**config.mk**
```make
export PLATFORM = sky130hd
export DESIGN_NAME = hdlc_rx_eof
export DESIGN_NICKNAME = d
export VERILOG_FILES = /design/src/rtl/hdlc_rx_pkg.sv /design/src/rtl/hdlc_rx_flagdet.sv /design/src/rtl/hdlc_rx_framer.sv /design/src/rtl/hdlc_rx_eof.sv
export SDC_FILE = /design/constraint.sdc
export NUM_CORES = 1
export LEC_CHECK = 0
export BUFFER_PORTS_ARGS = -buffer_cell sky130_fd_sc_hd__clkbuf_2
export CAP_MARGIN = 20
export CORE_MARGIN = 5
export CORE_UTILIZATION = 45
export DETAILED_ROUTE_END_ITERATION = 16
export PLACE_DENSITY = 0.62
export SYNTH_ARGS = -nofsm -noshare
export SYNTH_HDL_FRONTEND = slang
export SYNTH_HIERARCHICAL = 1
export SYNTH_SLANG_ARGS = --single-unit
```
**constraint.sdc**
```tcl
create_clock -name clk -period 4 [get_ports clk]
set_input_delay 1.2 -clock clk [delete_from_list [all_inputs] [get_ports clk]]
set_output_delay 1.2 -clock clk [all_outputs]
set_load 0.01 [all_outputs]
```
**src/rtl/hdlc_rx_pkg.sv**
```systemverilog
package hdlc_rx_pkg;
  localparam int BYTE_W = 8;
  localparam logic [15:0] CRC_INIT = 16'hFFFF;
  localparam logic [15:0] CRC_POLY_REF = 16'h8408;
  localparam logic [15:0] CRC_GOOD = 16'hF0B8;
  localparam int ST_BAD_CRC = 7;
  localparam int ST_ABORT = 6;
  localparam int ST_BAD_LEN = 4;

  // One LSB-first step of the reflected CCITT polynomial.
  function automatic logic [15:0] crc16_bit(input logic [15:0] c, input logic b);
    logic fb;
    fb = c[0] ^ b;
    return {1'b0, c[15:1]} ^ (fb ? CRC_POLY_REF : 16'h0000);
  endfunction

  // Builds the end-of-frame status byte from its three flags.
  function automatic logic [BYTE_W-1:0] eof_code(input logic bad_crc, input logic bad_len,
                                                 input logic aborted);
    logic [BYTE_W-1:0] st;
    st = '0;
    st[ST_BAD_CRC] = bad_crc;
    st[ST_BAD_LEN] = bad_len;
    st[ST_ABORT] = aborted;
    return st;
  endfunction
endpackage

```
**src/rtl/hdlc_rx_flagdet.sv**
```systemverilog
module hdlc_rx_flagdet #(
  parameter int STUFF_RUN = 5
) (
  input  logic clk,
  input  logic rst_n,
  input  logic bit_en,
  input  logic rx_bit,
  output logic flag_hit,
  output logic abort_hit,
  output logic dbit_vld,
  output logic dbit
);
  localparam int FLAG_RUN = STUFF_RUN + 1;
  localparam int CNT_W = $clog2(FLAG_RUN + 2);
  localparam logic [CNT_W-1:0] RUN_STUFF = CNT_W'(STUFF_RUN);
  localparam logic [CNT_W-1:0] RUN_FLAG = CNT_W'(FLAG_RUN);

  logic [CNT_W-1:0] ones_q;
  logic stuffed;

  always_comb begin
    flag_hit  = bit_en && !rx_bit && (ones_q == RUN_FLAG);
    stuffed   = bit_en && !rx_bit && (ones_q == RUN_STUFF);
    abort_hit = bit_en && rx_bit && (ones_q == RUN_FLAG);
    dbit_vld  = bit_en && !flag_hit && !stuffed && !(rx_bit && (ones_q >= RUN_FLAG));
    dbit      = rx_bit;
  end

  // Run length of ones, saturating one past the flag run.
  always_ff @(posedge clk or negedge rst_n) begin
    if (!rst_n) ones_q <= '0;
    else if (bit_en) begin
      if (!rx_bit) ones_q <= '0;
      else if (ones_q <= RUN_FLAG) ones_q <= ones_q + 1'b1;
    end
  end
endmodule

```
**src/rtl/hdlc_rx_framer.sv**
```systemverilog
module hdlc_rx_framer
  import hdlc_rx_pkg::*;
#(
  parameter int FLAG_LEN = 8,
  parameter int FCS_BYTES = 2,
  parameter int MIN_FRAME_BYTES = 4
) (
  input  logic              clk,
  input  logic              rst_n,
  input  logic              flag_hit,
  input  logic              abort_hit,
  input  logic              dbit_vld,
  input  logic              dbit,
  output logic              fifo_we,
  output logic [BYTE_W-1:0] fifo_data,
  output logic              fifo_eof,
  output logic [BYTE_W-1:0] eof_status,
  output logic              frame_close
);
  localparam int DLY = FLAG_LEN - 1;
  localparam int HOLD = FCS_BYTES + 1;
  localparam int FILL_W = $clog2(DLY + 1);
  localparam int NB_W = $clog2(MIN_FRAME_BYTES + 1);
  localparam int POS_W = $clog2(BYTE_W);
  localparam logic [FILL_W-1:0] FILL_FULL = FILL_W'(DLY);
  localparam logic [NB_W-1:0] NB_HOLD = NB_W'(HOLD);
  localparam logic [NB_W-1:0] NB_WROTE = NB_W'(HOLD + 1);
  localparam logic [NB_W-1:0] NB_MIN = NB_W'(MIN_FRAME_BYTES);
  localparam logic [POS_W-1:0] POS_LAST = POS_W'(BYTE_W - 1);

  logic              in_frame_q;
  logic [FILL_W-1:0] fill_q;
  logic [DLY-1:0]    dly_q;
  logic [BYTE_W-2:0] sr_q;
  logic [POS_W-1:0]  bitpos_q;
  logic [NB_W-1:0]   nbyte_q;
  logic [15:0]       crc_q;
  logic [BYTE_W-1:0] hold_q [HOLD];
  logic              pend_q;
  logic [BYTE_W-1:0] pend_st_q;

  logic              commit, cbit, byte_full, abort_dump;
  logic [BYTE_W-1:0] new_byte;

  always_comb begin
    commit      = dbit_vld && in_frame_q && (fill_q == FILL_FULL);
    cbit        = dly_q[DLY-1];
    byte_full   = commit && (bitpos_q == POS_LAST);
    new_byte    = {cbit, sr_q};
    frame_close = flag_hit && in_frame_q && (nbyte_q >= NB_MIN);
    abort_dump  = abort_hit && in_frame_q && (nbyte_q >= NB_WROTE);
  end

  always_ff @(posedge clk or negedge rst_n) begin
    if (!rst_n) begin
      in_frame_q <= 1'b0;
      fill_q     <= '0;
      dly_q      <= '0;
      sr_q       <= '0;
      bitpos_q   <= '0;
      nbyte_q    <= '0;
      crc_q      <= CRC_INIT;
      for (int i = 0; i < HOLD; i++) hold_q[i] <= '0;
      pend_q     <= 1'b0;
      pend_st_q  <= '0;
      fifo_we    <= 1'b0;
      fifo_data  <= '0;
      fifo_eof   <= 1'b0;
      eof_status <= '0;
    end else begin
      fifo_we  <= 1'b0;
      fifo_eof <= 1'b0;
      if (pend_q) begin
        fifo_we    <= 1'b1;
        fifo_eof   <= 1'b1;
        fifo_data  <= pend_st_q;
        eof_status <= pend_st_q;
        pend_q     <= 1'b0;
      end
      if (flag_hit) begin
        if (frame_close) begin
          fifo_we   <= 1'b1;
          fifo_data <= hold_q[FCS_BYTES];
          pend_q    <= 1'b1;
          pend_st_q <= eof_code(crc_q != CRC_GOOD, bitpos_q != '0, 1'b0);
        end
        in_frame_q <= 1'b1;
        fill_q     <= '0;
        bitpos_q   <= '0;
        nbyte_q    <= '0;
        crc_q      <= CRC_INIT;
      end else if (abort_hit) begin
        if (abort_dump) begin
          fifo_we    <= 1'b1;
          fifo_eof   <= 1'b1;
          fifo_data  <= eof_code(1'b0, 1'b0, 1'b1);
          eof_status <= eof_code(1'b0, 1'b0, 1'b1);
        end
        in_frame_q <= 1'b0;
      end else if (dbit_vld && in_frame_q) begin
        dly_q <= {dly_q[DLY-2:0], dbit};
        if (fill_q != FILL_FULL) fill_q <= fill_q + 1'b1;
        if (commit) begin
          crc_q    <= crc16_bit(crc_q, cbit);
          sr_q     <= new_byte[BYTE_W-1:1];
          bitpos_q <= bitpos_q + 1'b1;
          if (byte_full) begin
            hold_q[0] <= new_byte;
            for (int i = 1; i < HOLD; i++) hold_q[i] <= hold_q[i-1];
            if (nbyte_q >= NB_HOLD) begin
              fifo_we   <= 1'b1;
              fifo_data <= hold_q[HOLD-1];
            end
            if (nbyte_q != NB_MIN) nbyte_q <= nbyte_q + 1'b1;
          end
        end
      end
    end
  end
endmodule

```
**src/rtl/hdlc_rx_eof.sv**
```systemverilog
module hdlc_rx_eof
  import hdlc_rx_pkg::*;
#(
  parameter int STUFF_RUN = 5,
  parameter int FCS_BYTES = 2,
  parameter int MIN_FRAME_BYTES = 4
) (
  input  logic              clk,
  input  logic              rst_n,
  input  logic              bit_en,
  input  logic              rx_bit,
  output logic              fifo_we,
  output logic [BYTE_W-1:0] fifo_data,
  output logic              fifo_eof,
  output logic [BYTE_W-1:0] eof_status
);
  localparam int FLAG_LEN = STUFF_RUN + 3;

  logic flag_hit, abort_hit, dbit_vld, dbit, frame_close;

  hdlc_rx_flagdet #(.STUFF_RUN(STUFF_RUN)) u_flagdet (
    .clk(clk), .rst_n(rst_n), .bit_en(bit_en), .rx_bit(rx_bit),
    .flag_hit(flag_hit), .abort_hit(abort_hit), .dbit_vld(dbit_vld), .dbit(dbit)
  );

  hdlc_rx_framer #(
    .FLAG_LEN(FLAG_LEN), .FCS_BYTES(FCS_BYTES), .MIN_FRAME_BYTES(MIN_FRAME_BYTES)
  ) u_framer (
    .clk(clk), .rst_n(rst_n), .flag_hit(flag_hit), .abort_hit(abort_hit),
    .dbit_vld(dbit_vld), .dbit(dbit), .fifo_we(fifo_we), .fifo_data(fifo_data),
    .fifo_eof(fifo_eof), .eof_status(eof_status), .frame_close(frame_close)
  );
endmodule

```
==> results.toml <==
[status]
outcome = "complete, no violations"

[cells_and_area]
syn_to_final_growth_pct = 11.3
fin_area_um2 = 4410
drive_gt1_frac = 0.306
diodes = 0
final_common_cell = "dfrtp_1"
final_cell_mix = "dfrtp_1, nand2_1, mux2_4"
nNetsFinal = 360

[logic_synthesis]
synth_top_area_frac = 0.455
synth_warnings = 6
ys_seq_elements = 88
ys_seq_area_frac = 0.561
yosys.area.top_type = "dfrtp_1"
synth_area_leaders = "dfrtp_1, dfstp_2, mux2_4"
syn_nets = 335
ys_types = 47
async_flop_share = 1.00
syn_inst = 320
synthFlopType = "dfrtp_1"
synth_area_um2 = 3960
synth_edf_count = 0
synth_area_per_cell_um2 = 12.4

[global_routing]
grt_use_total = 0.138
grt_max_degree = 89
antenna_found_initial = 0
grt.overflow.total = 0
grt_pass1_wl_mm = 12.2
grt_pass1_vias = 2414

[pwr]
p_leak_nw = 2.20
vdd_drop_max_mv = 0.228
power_density_nw_per_um2 = 534

[setup_path]
crit_slowest_cell = "mux2_4"
crit_required_ns = 4.24
rrSetupSlack_ns = 1.43
cp.buffers_inverters = 1
path_cells = "clkbuf_2 -> mux2_4 -> o21ai_1 -> and2_1 -> nand2_1 -> nor2_8 -> nand2_4 -> mux2_4"
cp_top_family = "simple AND/OR/NAND/NOR gates"
critPathMaxFanout = 24
start_kind = "input pin"
worst_ep_arrival_time_ns = 3.19
slowest_delay_ns = 0.39
crit_type = "input pin to flop"
crit_path_frequent_cell = "mux2_4"
endpoint_kind = "flop"

[timing]
slew_viol_final = 0
worst_pin_slew_ns = 0.551
setup_viol = 0
finalHoldViolCount = 0
max_freq_mhz = 339
worst_hold_slack_ns = 0.487
finalCritPeriodShare = 0.737
slew-limit-headroom = 0.633
rsz0062_at_grt = "no"
clock_skew_ns = 0.0151
finalCriticalPeriod_ns = 2.95
fin_setup_tns_ns = 0

[clock_network]
cts_tree = "built"
path_clk_slew_ns = 0.09
clk_latency_ns = 0.35
cts_sinks = 88
max-clock-path-buffers = 2
cts_htree_levels = 3
cts_buffers = 9
cts_root_buf = "clkbuf_8"
cts_post_setup_buffers_inserted = 0
cts_resized = 0
holdBufCountCts = 0

[job]
maxCapViolations = 0

[place]
dp_hpwl_mm = 4.47
port_buffers = 21
dpl_cell_area_um2 = 4180
place.gp.congestion = 0.738

[die]
start_util = 0.459
die_x_um = 104
core-area_um2 = 8640
dieArea_um2 = 10800
io-pin-count = 22
fp.dieH_um = 104
rows = 34

[min_path]
hp-class = "flop to flop"

[drt]
drc_errors = 0
vias = 2376
wl_per_cell_um = 15.1
vias_per_cell = 5.19
dr.first_iter.drc_count = 113
drt-total-wl_mm = 6.91
dr.pass1.iters = 4
ant_nets = 0
==> stage by stage <==
step                total power, mW  utilization  std cells  worst slack (ns)
detailed placement             1.74        0.483        441             0.675
floorplan                      1.60            -        320              1.18
global route                   2.52        0.511        458             0.939
finish                         2.36        0.511        458              1.05
CTS                            2.39        0.508        457              1.06
global placement               1.73        0.483        441             0.706
==> kinds of logic (layout without fill, tap and decap cells) <==
group           count (synthesis)  after routing  synth area share
compound gates                 36             36            0.0631
mux                            47             47             0.151
xor+xnor                        5              5            0.0111
buf+inv                        30             60            0.0344
simple gates                  103            103             0.145
flops                          88             88             0.561
fa+ha+maj                      11             11            0.0347
==> area by class of cell <==
class | instances | area (um^2)
clock inverter | 4 | 30.0
clock buffer | 12 | 178
sequential | 88 | 2220
tap | 108 | 135
timing repair buffer | 27 | 173
inverter | 17 | 63.8
fill | 741 | 4230
multi-input combinational | 202 | 1610
==> path summary, 6_finish.rpt <==
| kind | cells after the start | startpoint | endpoint |
|---|---|---|---|
| worst max-delay path | 8 | rx_bit | u_framer/hold_q[22] |
| worst max register to register | 9 | u_flagdet/ones_q[1] | u_framer/hold_q[22] |
| worst min register to register | 1 | u_framer/eof_status[2] | u_framer/eof_status[2] |
| max in group asynchronous | 2 | rst_n | u_framer/crc_q[3] |
| min in group asynchronous | 1 | rst_n | u_framer/hold_q[18] |
| worst min-delay path | 1 | u_framer/eof_status[2] | u_framer/eof_status[2] |
==> synth_stat cells, types with 5 or more instances <==
library cell and number:
dfrtp_1 72, nand2_1 36, mux2_4 21, mux2_2 19, nor2_1 19, inv_1 17, dfstp_2 16, nand3b_1 15
ha_1 11, clkbuf_1 8, o21ai_0 8, and2_1 7, mux2i_1 7, a21oi_1 5, a22o_1 5
==> layer usage <==
metal	share of wire	track usage
met1	0.51	0.201
met2	0.44	0.200
met5	0	0
met3	0.034	0.0286
met4	0.018	0.0583
==> sequential cells by signal (all words and copies together) (netlist names), 3 cells and up <==
signal	cells
u_framer/fill_q	3
u_framer/hold_q	24
u_framer/sr_q	7
u_flagdet/ones_q	3
u_framer/eof_status	8
u_framer/bitpos_q	3
u_framer/crc_q	16
u_framer/dly_q	7
u_framer/nbyte_q	3
u_framer/fifo_data	8
==> power breakdown <==
group | internal (mW) | switching (mW) | total [mW]
logic | 0.225 | 0.218 | 0.443
clock network | 0.308 | 0.327 | 0.634
registers | 1.13 | 0.149 | 1.28
total | 1.66 | 0.694 | 2.36
Note: power is estimated with default switching activity, not from simulation.
